`src/rtl/uart_fifo_pkg.sv`:
```
package uart_fifo_pkg;
  localparam int TRIG_SEL_W = 2;

  function automatic int trig_bytes(input logic [TRIG_SEL_W-1:0] sel);
    case (sel)
      2'd0:    trig_bytes = 1;
      2'd1:    trig_bytes = 4;
      2'd2:    trig_bytes = 8;
      default: trig_bytes = 14;
    endcase
  endfunction
endpackage

```
`src/rtl/byte_fifo.sv`:
```
module byte_fifo #(
  parameter int DATA_W = 8,
  parameter int DEPTH  = 16,
  localparam int CNT_W = $clog2(DEPTH + 1),
  localparam int PTR_W = (DEPTH > 1) ? $clog2(DEPTH) : 1
) (
  input  logic              clk,
  input  logic              rst_n,
  input  logic              clear,
  input  logic              wide,
  input  logic              push,
  input  logic [DATA_W-1:0] wdata,
  input  logic              pop,
  output logic [DATA_W-1:0] rdata,
  output logic [CNT_W-1:0]  count,
  output logic              overrun
);
  logic [DATA_W-1:0] mem [DEPTH];
  logic [PTR_W-1:0]  wptr_q, wptr_d, rptr_q, rptr_d;
  logic [CNT_W-1:0]  cnt_q, cnt_d, cap;
  logic [DATA_W-1:0] rdata_q, rdata_d;
  logic              ovr_q, ovr_d;
  logic              full, do_push, do_pop;

  function automatic logic [PTR_W-1:0] ptr_inc(input logic [PTR_W-1:0] p);
    if (p == PTR_W'(DEPTH - 1)) ptr_inc = '0;
    else                        ptr_inc = p + PTR_W'(1);
  endfunction

  always_comb begin
    cap     = wide ? CNT_W'(DEPTH) : CNT_W'(1);
    full    = (cnt_q >= cap);
    do_pop  = pop && (cnt_q != '0) && !clear;
    do_push = push && !clear && (!full || do_pop);
    ovr_d   = push && !clear && full && !do_pop;
    wptr_d  = wptr_q;
    rptr_d  = rptr_q;
    cnt_d   = cnt_q;
    rdata_d = rdata_q;
    if (clear) begin
      wptr_d = '0;
      rptr_d = '0;
      cnt_d  = '0;
    end else begin
      if (do_push) wptr_d = ptr_inc(wptr_q);
      if (do_pop) begin
        rptr_d  = ptr_inc(rptr_q);
        rdata_d = mem[rptr_q];
      end
      case ({do_push, do_pop})
        2'b10:   cnt_d = cnt_q + CNT_W'(1);
        2'b01:   cnt_d = cnt_q - CNT_W'(1);
        default: cnt_d = cnt_q;
      endcase
    end
  end

  always_ff @(posedge clk) begin
    if (do_push) mem[wptr_q] <= wdata;
  end

  always_ff @(posedge clk or negedge rst_n) begin
    if (!rst_n) begin
      wptr_q  <= '0;
      rptr_q  <= '0;
      cnt_q   <= '0;
      rdata_q <= '0;
      ovr_q   <= 1'b0;
    end else begin
      wptr_q  <= wptr_d;
      rptr_q  <= rptr_d;
      cnt_q   <= cnt_d;
      rdata_q <= rdata_d;
      ovr_q   <= ovr_d;
    end
  end

  assign rdata   = rdata_q;
  assign count   = cnt_q;
  assign overrun = ovr_q;

  AST_COUNT_BOUND: assert property (@(posedge clk) disable iff (!rst_n)
    cnt_q <= CNT_W'(DEPTH));
  AST_DROP_KEEPS_COUNT: assert property (@(posedge clk) disable iff (!rst_n)
    (push && !pop && !clear && (cnt_q == cap)) |=> (cnt_q == $past(cnt_q)) && overrun);
  AST_EMPTY_POP_HOLD: assert property (@(posedge clk) disable iff (!rst_n)
    (pop && !push && !clear && (cnt_q == '0)) |=> $stable(rdata_q) && (cnt_q == '0));
  AST_CLEAR_EMPTIES: assert property (@(posedge clk) disable iff (!rst_n)
    clear |=> (cnt_q == '0) && !overrun);
endmodule

```
`src/rtl/rx_ready.sv`:
```
module rx_ready
  import uart_fifo_pkg::*;
#(
  parameter int CNT_W = 5
) (
  input  logic                  clk,
  input  logic                  rst_n,
  input  logic                  fifo_en,
  input  logic                  dma_mode,
  input  logic [TRIG_SEL_W-1:0] trig_sel,
  input  logic [CNT_W-1:0]      rx_count,
  input  logic                  rx_timeout,
  output logic                  rxrdy_n
);
  logic             blk_mode;
  logic             latch_q, latch_d;
  logic [CNT_W-1:0] trig_lvl;

  always_comb begin
    blk_mode = fifo_en && dma_mode;
    trig_lvl = CNT_W'(trig_bytes(trig_sel));
    latch_d  = blk_mode && (rx_count != '0) &&
               (latch_q || (rx_count >= trig_lvl) || rx_timeout);
    rxrdy_n  = blk_mode ? !latch_q : (rx_count == '0);
  end

  always_ff @(posedge clk or negedge rst_n) begin
    if (!rst_n) latch_q <= 1'b0;
    else        latch_q <= latch_d;
  end

  AST_TRIG_SETS: assert property (@(posedge clk) disable iff (!rst_n)
    (blk_mode && (rx_count >= trig_lvl) && (rx_count != '0)) |=> (!(fifo_en && dma_mode) || !rxrdy_n));
  AST_TIMEOUT_SETS: assert property (@(posedge clk) disable iff (!rst_n)
    (blk_mode && rx_timeout && (rx_count != '0)) |=> (!(fifo_en && dma_mode) || !rxrdy_n));
  AST_EMPTY_RELEASES: assert property (@(posedge clk) disable iff (!rst_n)
    (blk_mode && (rx_count == '0)) |=> (!(fifo_en && dma_mode) || rxrdy_n));
  AST_DISABLE_RELEASES: assert property (@(posedge clk) disable iff (!rst_n)
    !fifo_en |=> !latch_q);
endmodule

```
`src/rtl/tx_ready.sv`:
```
module tx_ready #(
  parameter int DEPTH = 16,
  localparam int CNT_W = $clog2(DEPTH + 1)
) (
  input  logic             fifo_en,
  input  logic             dma_mode,
  input  logic [CNT_W-1:0] tx_count,
  output logic             txrdy_n
);
  always_comb begin
    if (fifo_en && dma_mode) txrdy_n = (tx_count == CNT_W'(DEPTH));
    else                     txrdy_n = (tx_count != '0);
  end
endmodule

```
`src/rtl/uart_fifo_ready.sv`:
```
module uart_fifo_ready
  import uart_fifo_pkg::*;
#(
  parameter int DATA_W = 8,
  parameter int DEPTH  = 16,
  localparam int CNT_W = $clog2(DEPTH + 1)
) (
  input  logic                  clk,
  input  logic                  rst_n,
  input  logic                  fifo_en,
  input  logic                  dma_mode,
  input  logic [TRIG_SEL_W-1:0] rx_trig,
  input  logic                  rx_timeout,
  input  logic                  rx_push,
  input  logic [DATA_W-1:0]     rx_wdata,
  input  logic                  rx_pop,
  output logic [DATA_W-1:0]     rx_rdata,
  output logic [CNT_W-1:0]      rx_count,
  output logic                  rx_overrun,
  input  logic                  tx_push,
  input  logic [DATA_W-1:0]     tx_wdata,
  input  logic                  tx_pop,
  output logic [DATA_W-1:0]     tx_rdata,
  output logic [CNT_W-1:0]      tx_count,
  output logic                  tx_overrun,
  output logic                  rxrdy_n,
  output logic                  txrdy_n
);
  logic en_q, clear;

  always_comb clear = en_q && !fifo_en;

  always_ff @(posedge clk or negedge rst_n) begin
    if (!rst_n) en_q <= 1'b0;
    else        en_q <= fifo_en;
  end

  byte_fifo #(.DATA_W(DATA_W), .DEPTH(DEPTH)) u_rxq (
    .clk(clk), .rst_n(rst_n), .clear(clear), .wide(fifo_en),
    .push(rx_push), .wdata(rx_wdata), .pop(rx_pop),
    .rdata(rx_rdata), .count(rx_count), .overrun(rx_overrun)
  );

  byte_fifo #(.DATA_W(DATA_W), .DEPTH(DEPTH)) u_txq (
    .clk(clk), .rst_n(rst_n), .clear(clear), .wide(fifo_en),
    .push(tx_push), .wdata(tx_wdata), .pop(tx_pop),
    .rdata(tx_rdata), .count(tx_count), .overrun(tx_overrun)
  );

  rx_ready #(.CNT_W(CNT_W)) u_rxrdy (
    .clk(clk), .rst_n(rst_n), .fifo_en(fifo_en), .dma_mode(dma_mode),
    .trig_sel(rx_trig), .rx_count(rx_count), .rx_timeout(rx_timeout),
    .rxrdy_n(rxrdy_n)
  );

  tx_ready #(.DEPTH(DEPTH)) u_txrdy (
    .fifo_en(fifo_en), .dma_mode(dma_mode), .tx_count(tx_count),
    .txrdy_n(txrdy_n)
  );

  AST_TX_FILL_BLOCKS: assert property (@(posedge clk) disable iff (!rst_n)
    (fifo_en && dma_mode && tx_push && !tx_pop && (tx_count == CNT_W'(DEPTH - 1)))
      |=> (!(fifo_en && dma_mode) || txrdy_n));
  AST_CLEAR_BOTH: assert property (@(posedge clk) disable iff (!rst_n)
    clear |=> (rx_count == '0) && (tx_count == '0));
  AST_NARROW_HOLD: assert property (@(posedge clk) disable iff (!rst_n)
    (!fifo_en && !en_q) |-> (rx_count <= CNT_W'(1)) && (tx_count <= CNT_W'(1)));
endmodule

```
`config.mk`:
```
export PLATFORM = sky130hd
export DESIGN_NAME = uart_fifo_ready
export DESIGN_NICKNAME = d
export VERILOG_FILES = /design/src/rtl/uart_fifo_pkg.sv /design/src/rtl/byte_fifo.sv /design/src/rtl/rx_ready.sv /design/src/rtl/tx_ready.sv /design/src/rtl/uart_fifo_ready.sv
export SDC_FILE = /design/constraint.sdc
export NUM_CORES = 1
export LEC_CHECK = 0
export BUFFER_PORTS_ARGS = -buffer_cell sky130_fd_sc_hd__buf_2
export CAP_MARGIN = 20
export CORE_MARGIN = 1
export CORE_UTILIZATION = 53
export CTS_CLUSTER_SIZE = 40
export DETAILED_ROUTE_END_ITERATION = 12
export GPL_TIMING_DRIVEN = 0
export PLACE_DENSITY_LB_ADDON = 0.05
export REMOVE_ABC_BUFFERS = 1
export SYNTH_ARGS = -nofsm -noshare
export SYNTH_HDL_FRONTEND = slang
export SYNTH_HIERARCHICAL = 1
export SYNTH_SLANG_ARGS = --single-unit
```
`constraint.sdc`:
```
create_clock -name clk -period 4.1 [get_ports clk]
set_input_delay 0.615 -clock clk [delete_from_list [all_inputs] [get_ports clk]]
set_output_delay 0.615 -clock clk [all_outputs]
set_load 0.005 [all_outputs]
```
Word-level counts from Yosys, hierarchy flattened
Memories as Yosys holds them, arrays and structs flattened. A register that Yosys moved wholly into a read port is not among the register bits.
Index checks and enable logic that the tools add are counted.
{"block": "totals", "n_memories": 2, "inputBits": 27, "wordCells": 100, "ram_bits": 256, "register_bits": 30}
{"name": "u_rxq.mem", "words": 16, "word_bits": 8, "rd": 1, "rd_clocked_by_memory_dff": 1, "write_ports": 1, "line_no": "byte_fifo.sv:18", "source": "logic [DATA_W-1:0] mem [DEPTH];"}
{"name": "u_txq.mem", "words": 16, "word_bits": 8, "rd": 1, "rd_clocked_by_memory_dff": 1, "write_ports": 1, "line_no": "byte_fifo.sv:18"}
{"block": "op_classes", "reduce_logical": 41, "mux": 24, "n_addsub": 8, "n_lt_le_gt_ge": 3, "eq_ne": 11, "bitwise": 1}
{"operator": "4-bit two-way mux", "count": 12}
{"operator": "5-bit one-hot mux with 2 select lines", "count": 2}
{"operator": "4-bit by 1-bit adder with 4-bit output (second input constant)", "count": 4}
{"operator": "4-bit equality test (second input constant)", "count": 4}
{"operator": "1-bit logical AND", "count": 16}
{"operator": "5-bit two-way mux", "count": 3}
{"operator": "4-bit one-hot mux with 3 select lines", "count": 1}
{"operator": "5-bit by 1-bit adder with 5-bit output (second input constant)", "count": 2}
{"operator": "5-bit greater-or-equal comparator", "count": 2}
{"operator": "5-bit nonzero test", "count": 2}
{"operator": "5-bit by 1-bit subtractor with 5-bit output (second input constant)", "count": 2}
{"operator": "1-bit zero test", "count": 9}
{"operator": "2-bit nonzero test", "count": 4}
{"operator": "2-bit by 1-bit equality test with 1-bit output (second input constant)", "count": 3}
{"operator": "2-bit equality test (second input constant)", "count": 3}
{"operator": "1-bit two-way mux", "count": 6}
{"operator": "3-bit nonzero test", "count": 2}
{"operator": "5-bit equality test (second input constant)", "count": 1}
{"operator": "5-bit by 4-bit greater-or-equal comparator with 1-bit output", "count": 1}
{"operator": "5-bit zero test", "count": 1}
{"operator": "1-bit logical OR", "count": 4}
{"operator": "2-bit AND reduction", "count": 2}
{"operator": "2-bit zero test", "count": 1}
{"operator": "1-bit NOT", "count": 1}

Logic depth before layout (Yosys ltp)
Gate-level depths: netlist of the first run.
{"block": "depth", "word_depth": 9, "ltp_mapped": 13, "mapped_depth_nobuf": 11}

Modules after synthesis
Netlist of the first run, hierarchy kept.
{"module": "byte_fifo at u_txq", "seq_area_each_um2": 4394.2, "area_each_um2": 6338.6, "n_inst": 1, "cells_each": 339}
{"module": "byte_fifo at u_rxq", "seq_area_each_um2": 4394.2, "area_each_um2": 6118.4, "n_inst": 1, "cells_each": 344}
{"module": "rx_ready", "seq_area_each_um2": 25.0, "area_each_um2": 172.7, "n_inst": 1, "cells_each": 22}
{"module": "uart_fifo_ready", "seq_area_each_um2": 25.0, "area_each_um2": 38.8, "n_inst": 1, "cells_each": 2}
{"module": "tx_ready", "seq_area_each_um2": 0.0, "area_each_um2": 27.5, "n_inst": 1, "cells_each": 3}

Worst setup path after synthesis of the first run
Ideal clock, no wire load.
{"block": "synth_timing", "path_kind": "in2reg", "startpoint": "in fifo_en", "endpoint": "reg u_rxq.cnt_q[4] (netlist: u_rxq/count[4])", "slack_ns": 0.904, "arrival_ns": 3.060, "required_ns": 3.965, "n_path_buf": 2, "cell_stages": 12, "path_cell_list": "nor2b_4 > clkbuf_1 > nand2b_1 > a21oi_1 > clkbuf_1 > nand2_1 > fa_1 > nor2b_1 > o21ai_0 > a2111oi_0 > o21ai_0 > nor3b_1"}
{"block": "synth_via", "elab_chain_cells": 9}
{"element": "start: declaration", "line_no": "uart_fifo_ready.sv:10", "source": "input logic fifo_en,"}
{"element": "parallel branches: the longest is 9 deep, another holds 5-bit greater-or-equal comparator"}
{"element": "end signal: assignment", "line_no": "byte_fifo.sv:72", "source": "cnt_q <= cnt_d;"}
{"element": "end: declaration", "line_no": "byte_fifo.sv:20", "source": "logic [CNT_W-1:0] cnt_q, cnt_d, cap;"}
Parallel ways; which one is timed is not known.
A chain may end at the register's enable or synchronous reset.

Worst setup path after layout of the first run
{"block": "layout_timing", "startpoint": "reg en_q", "endpoint": "reg u_txq.cnt_q[4] (netlist: u_txq/count[4])"}
{"block": "layout_via", "elab_chain_cells": 8}
{"element": "start: declaration", "line_no": "uart_fifo_ready.sv:29", "source": "logic en_q, clear;"}
{"element": "start signal: assignment", "line_no": "uart_fifo_ready.sv:35", "source": "else en_q <= fifo_en;"}
{"element": "1-bit logical AND *", "line_no": "uart_fifo_ready.sv:31", "source": "always_comb clear = en_q && !fifo_en;"}
{"element": "net clear", "line_no": "uart_fifo_ready.sv:29"}
{"element": "1-bit zero test", "line_no": "byte_fifo.sv:33, byte_fifo.sv:34"}
{"element": "1-bit logical AND", "line_no": "byte_fifo.sv:33", "source": "do_pop = pop && (cnt_q != '0) && !clear;"}
{"element": "1-bit logical OR", "line_no": "byte_fifo.sv:34", "source": "do_push = push && !clear && (!full || do_pop);"}
{"element": "1-bit logical AND", "line_no": "byte_fifo.sv:34"}
{"element": "2-bit by 1-bit equality test with 1-bit output or 2-bit equality test (tied branches)", "line_no": "byte_fifo.sv:50", "source": "case ({do_push, do_pop})"}
{"element": "5-bit one-hot mux with 2 select lines", "line_no": "byte_fifo.sv:50"}
{"element": "5-bit two-way mux", "line_no": "byte_fifo.sv:40", "source": "if (clear) begin"}
{"element": "end signal: assignment", "line_no": "byte_fifo.sv:72"}
{"element": "end: declaration", "line_no": "byte_fifo.sv:20"}
Mark *: on every way through the listed nets, which the timed path passes. The rest lies on a longest branch.

==> results of run 1 <==
## through the flow
step / power (mW) / std cells / hold slack, ns / worst slack (ns)
after global placement: 6.00 / 1053 / 0.558 / 0.117
after detailed placement: 6.10 / 1060 / 0.560 / 0.547
after CTS: 8.76 / 1116 / 0.257 / 0.911
final: 8.66 / 1117 / 0.0261 / 0.902
after global routing: 9.08 / 1117 / 0.0284 / 0.633
after floorplan: 5.37 / 678 / 0.319 / 0.902
## cells by family (layout without fill, tap and decap cells)
family                     after synthesis  count (layout)  share of synthesized area [%]
buffers and inverters                   49             137                           2.38
AOI/OAI and AO/OA                      104             104                           5.10
adders and majority gates               26              26                           2.68
DFF                                    302             302                           69.6
xor gates and xnor gates                 6               6                          0.414
and+or+nand+nor                        133             133                           5.64
muxes                                   90              90                           14.2
## registers in the layout (all words and copies together) (netlist names)
register,cells
u_rxq/count,5
u_txq/rdata,8
u_txq/rptr_q,4
u_rxq/overrun,1
u_txq/count,5
u_rxrdy/latch_q,1
u_txq/wptr_q,4
en_q,1
u_txq/overrun,1
u_rxq/mem,128
u_rxq/wptr_q,4
u_rxq/rptr_q,4
u_txq/mem,128
u_rxq/rdata,8
## Yosys cell counts, types with 2 or more instances
library cell / count
edfxtp_1: 256
dfrtp_1: 46
mux4_2: 46
a21oi_1: 38
nand2_1: 33
nor2_1: 33
o22ai_1: 32
ha_1: 24
mux2_2: 24
mux4_1: 18
inv_1: 17
nor3_1: 11
clkbuf_1: 10
and2_1: 9
and3_1: 9
nand2b_1: 9
o21ai_0: 9
buf_2: 6
nor2b_1: 6
a21o_1: 5
buf_1: 4
nand3_1: 4
xor2_1: 4
a31oi_1: 3
buf_4: 3
buf_6: 3
clkbuf_8: 3
or2_2: 3
a211oi_1: 2
a31oi_2: 2
fa_1: 2
nor3_4: 2
nor3b_1: 2
or3_1: 2
xnor2_1: 2
## area by class of cell
type / instances / share of cell area (%)
sequential: 302 / 62.4
multi-input combinational: 359 / 25.1
clock buffer: 39 / 5.75
tap: 319 / 2.81
timing repair buffer: 64 / 2.59
clock inverter: 17 / 0.953
inverter: 17 / 0.450
## path summary, 6_finish.rpt
check / start / end / cells after the start
max reg2reg: en_q / u_txq/count[4] / 11
min reg2reg: u_rxq/rdata[3] / u_rxq/rdata[3] / 2
min: rst_n / u_rxq/count[2] / 1
max: en_q / u_txq/count[4] / 11
max in group asynchronous: rst_n / u_txq/rptr_q[1] / 2
min in group clk: fifo_en / en_q / 1
## power breakdown
| part | internal (mW) | total (mW) | leakage (nW) | switching [mW] |
|---|---|---|---|---|
| clock | 1.52 | 2.63 | 0.461 | 1.11 |
| combinational | 1.05 | 2.02 | 1.58 | 0.970 |
| sequential | 3.61 | 4.01 | 2.86 | 0.401 |
| total | 6.18 | 8.66 | 4.91 | 2.48 |
## per-layer routing
metal	GRT usage [%]	wire length, µm
met1	25.5	9600
met2	37.1	12700
met3	3.18	1200
met4	6.30	662
met5	0	11
## critical path, delay by kind of cell, from the launching register on
kind / cells / cell delay [ns]
adders and majority gates: 1 / 0.27
buffers and inverters: 1 / 0.16
AOI/OAI and AO/OA: 3 / 0.93
DFF: 1 / 0.36
and+or+nand+nor: 6 / 1.33
==> results_dict.tcl, run 1 <==
set metrics [dict create \
    maxCapViolCount 0 \
    numCtsBuffers 31 \
    die_w_um 157 \
    root_buffer "clkbuf_16" \
    grt_antenna_before_repair 1 \
    port_buffers 56 \
    final_common_cell "edfxtp_1" \
    postSynth.asyncResetShare_pct 15.2 \
    post-route-min-period_ns 3.20 \
    ios 57 \
    setup_viol 0 \
    area_delta_synth_final_pct 11.7 \
    synth_top_area_cell "edfxtp_1" \
    synth_edf_count 256 \
    syn_inst 710 \
    clk_path_buf_depth 3 \
    h-tree-depth 1 \
    synth.ff_latch_count 302 \
    syn_area_per_cell_um2 17.9 \
    fillers 1737 \
    clk_latency_ns 0.55 \
    grt_pass1_wl_um 37600 \
    path_clk_slew_ns 0.06 \
    critPathKind "register to register" \
    final_max_slew_viol_count 0 \
    drc 0 \
    cts.sinks 302 \
    max_freq_ghz 0.313 \
    grt.overflow.total 0 \
    worstPathCellList "nor2b_4, or2b_2, a21oi_2, nand2b_1, inv_1, ha_1, nor2b_1, o21a_1, nor4_1, o21ai_0, nor3b_1" \
    num_antenna_cells 0 \
    critPathLaunchType "register" \
    wl_per_cell_um 21.7 \
    min_path_type "input port to asynchronous set/reset pin" \
    regToRegSetupSlack_ns 0.90 \
    ys_warn_count 6 \
    multi_input_area_mm2 0.00356 \
    clock_skew_ns 0.0137 \
    die-area_mm2 0.0246 \
    relSlewSlack_pct 38.6 \
    drtAntennaViolNets 0 \
    rows 56 \
    finalNetCount 828 \
    seq_area_mm2 0.00884 \
    cts_resized 0 \
    rsz0062_at_grt "no" \
    seq_area_frac_synth_pct 69.6 \
    tightest_slew_ns 0.917 \
    drt_pass1_iterations 5 \
    wl_um 24200 \
    dr_total_vias 6498 \
    fin_util_pct 60.4 \
    fin_crit_sh_pct 78.0 \
    fin_tns_setup_ns 0 \
    drtIter0Drc 474 \
    yosysTopAreaCellShare_pct 60.5 \
    grt_pass1_vias 6779 \
    status "completed" \
    post-cts-setup-buffers 0 \
    dpl.hpwl_um 15600 \
    final_cell_area_mm2 0.0142 \
    cp_max_fo 33 \
    power.leakage_nw 4.91 \
    power.density_mw_per_mm2 610 \
    initial_core_util_pct 54.1 \
    cp.arrival_ns 3.59 \
    layout_common_cells "edfxtp_1 (256), buf_2 (60), mux4_2 (46), dfrtp_1 (42), a21oi_1 (38)" \
    grt_max_degree 47 \
    max_stage_delay_ns 0.62 \
    layout-drive-gt1-share_pct 24.7 \
    gp_congestion 0.834 \
    synth.area.top_cells "edfxtp_1 (61%), dfrtp_1 (9.1%), mux4_2 (8.2%), mux4_1 (3.7%), ha_1 (2.4%)" \
    vias_per_cell 5.82 \
    ys_types 63 \
    hold_violations 0 \
    detailed_place.area_mm2 0.0132 \
    cp_slowest_cell "a21oi_2" \
    ir_drop_mv 0.436 \
    coreArea_mm2 0.0235 \
    cts_hold_buffers 0 \
    track_usage_pct 20.6 \
    syn_area_mm2 0.0127 \
    synth_ff_type "edfxtp_1" \
    tritoncts "built" \
    cp-end-kind "register" \
    die_h_um 157 \
    critPathRequiredTime_ns 4.49 \
]
No activity file was read; power rests on OpenSTA's default activity.
==> run 2, diff against run 1 <==
Clock period 4.1 ns to 2.6 ns, I/O delays scaled along.
==> run 2 against run 1 <==
Effect of this change: clock-buffer cell count stayed put; non-clock buffer count increased by 12; first-iteration DRC count up 2.1%; wire length rose by 1.8%; clock skew is essentially flat; critical path depth did not move; critical path type unchanged; largest power group unchanged.
==> results_dict.tcl, run 2 (synthesis gave the netlist of run 1 again) <==
set metrics [dict create \
    status "completed" \
    maxCapViolCount 0 \
    path_clk_slew_ns 0.06 \
    gp_congestion 0.834 \
    worstPathCellList "nor2b_4, buf_4, or2b_4, a21oi_4, nand2b_4, fa_2, nor2b_2, o21a_1, o2111a_1, o21ai_0, nor3b_2" \
    cp_max_fo 2 \
    p_sw_mw 4.03 \
    rows 56 \
    clk_path_buf_depth 3 \
    grt_pass1_vias 6844 \
    dpl.hpwl_um 15600 \
    h-tree-depth 1 \
    power.leakage_nw 4.99 \
    finalPower_mw 13.9 \
    numCtsBuffers 31 \
    drt_pass1_iterations 6 \
    ios 57 \
    setup_viol 0 \
    num_antenna_cells 0 \
    clk_latency_ns 0.55 \
    final_common_cell "edfxtp_1" \
    pwr-share-seq_pct 45.7 \
    fin_crit_sh_pct 97.9 \
    critPathKind "register to register" \
    die-area_mm2 0.0246 \
    switching_share_pct 29.0 \
    ir_drop_mv 0.690 \
    hold_violations 0 \
    critical_path_buf_inv_count 1 \
    holdWs_ns 0.0719 \
    layout-drive-gt1-share_pct 31.1 \
    crit_family "simple AND/OR/NAND/NOR gates" \
    max_stage_delay_ns 0.37 \
    coreArea_mm2 0.0235 \
    max_freq_ghz 0.393 \
    root_buffer "clkbuf_16" \
    power_frac_comb_pct 24.6 \
    die_h_um 157 \
    cp.arrival_ns 2.94 \
    grt.overflow.total 0 \
    die_w_um 157 \
    track_usage_pct 20.8 \
    clock_skew_ns 0.0141 \
    drc 0 \
    min_path_type "input port to register" \
    grt_antenna_before_repair 1 \
    cts.sinks 302 \
    reg_top3 "u_rxq/mem: 128 flops, u_txq/mem: 128 flops" \
    area_delta_synth_final_pct 14.1 \
    grt_max_degree 47 \
    p_int_mw 9.87 \
    cp_slowest_cell "dfrtp_1" \
    wl_um 24600 \
    tritoncts "built" \
    drtIter0Drc 484 \
    critPathLaunchType "register" \
    post-route-min-period_ns 2.55 \
    vias_per_cell 5.84 \
    critPathRequiredTime_ns 2.99 \
    final_max_slew_viol_count 0 \
    power.density_mw_per_mm2 959 \
    drtAntennaViolNets 0 \
    relSlewSlack_pct 39.4 \
    layout_common_cells "edfxtp_1 (256), buf_2 (60), mux4_2 (46), dfrtp_1 (38), a21oi_1 (35)" \
    wl_per_cell_um 21.8 \
    fillers 1709 \
    tightest_slew_ns 0.910 \
    grt_pass1_wl_um 38000 \
    fin_util_pct 61.7 \
    finalNetCount 841 \
    cp-end-kind "register" \
    initial_core_util_pct 54.1 \
    p_clk_share_pct 29.8 \
    port_buffers 56 \
    dr_total_vias 6595 \
]
run 2: changes by cell type in the layout (fill, tap and decap cells not counted), moves of 5 or more:
cell    previous run  this run
and2_1             9         1
and2_2             0         8
buf_4              1        12
nor2_1            33        20
nor2_2             0         8
nor2_4             0         5
nor3_1            11         6
run 2: power by group through the flow:
stage	registers (mW)	clock network, mW	logic [mW]
after detailed placement	6.42	0	3.20
final	6.34	4.14	3.41
after global placement	6.56	0	2.91
after CTS	6.33	4.26	3.26
after global routing	6.42	4.42	3.71
after floorplan	6.35	0	2.12
run 2: cell type report:
class | count | area [µm²] | share of cell area [%]
clock inverter | 17 | 135 | 0.933
clock buffer | 39 | 816 | 5.63
sequential | 302 | 8850 | 61.1
inverter | 17 | 63.8 | 0.441
tap | 319 | 399 | 2.76
multi-input combinational | 360 | 3760 | 26.0
timing repair buffer | 76 | 460 | 3.18
run 2: worst paths after layout:
path,from,end,slack [ns],depth (start not counted)
setup / recovery,en_q,u_txq/count[4],0.05,11
hold / removal,fifo_en,en_q,0.07,1
setup reg to reg,en_q,u_txq/count[4],0.05,11
hold reg to reg,u_rxq/rdata[3],u_rxq/rdata[3],0.58,2
max in group asynchronous,rst_n,u_txq/wptr_q[2],1.74,3
min in group asynchronous,rst_n,u_rxq/count[1],0.33,2
run 2: timing repair:
action                     CTS  global route
pin swaps                    0             7
setup endpoints to repair  251           257
cloned                       1             0
hold buffers                 0             1
gates resized for setup     19            38
hold endpoints to repair     0            18
setup buffers                3             8
run 2: through the flow:
stage	worst slack (ns)	std cells	setup TNS (ns)	instance area (µm²)
6_report	0.0541	1130	0	14500
5_1_grt	-0.0201	1130	-0.137	14500
4_1_cts	-0.222	1120	-8.71	14200
3_5_place_dp	-0.728	1060	-56.02	13200
3_3_place_gp	-1.16	1053	-69.65	13100
2_1_floorplan	-0.431	678	-1.30	12500
run 2: per-layer routing:
metal  global-route usage (%)  up-vias  share of wire, %
met4                     6.86        2               3.0
met2                     37.1      156                52
met1                     25.9     3387                41
li1                         -     3001                 -
met3                     3.27       49               3.9
met5                        0        -             0.045
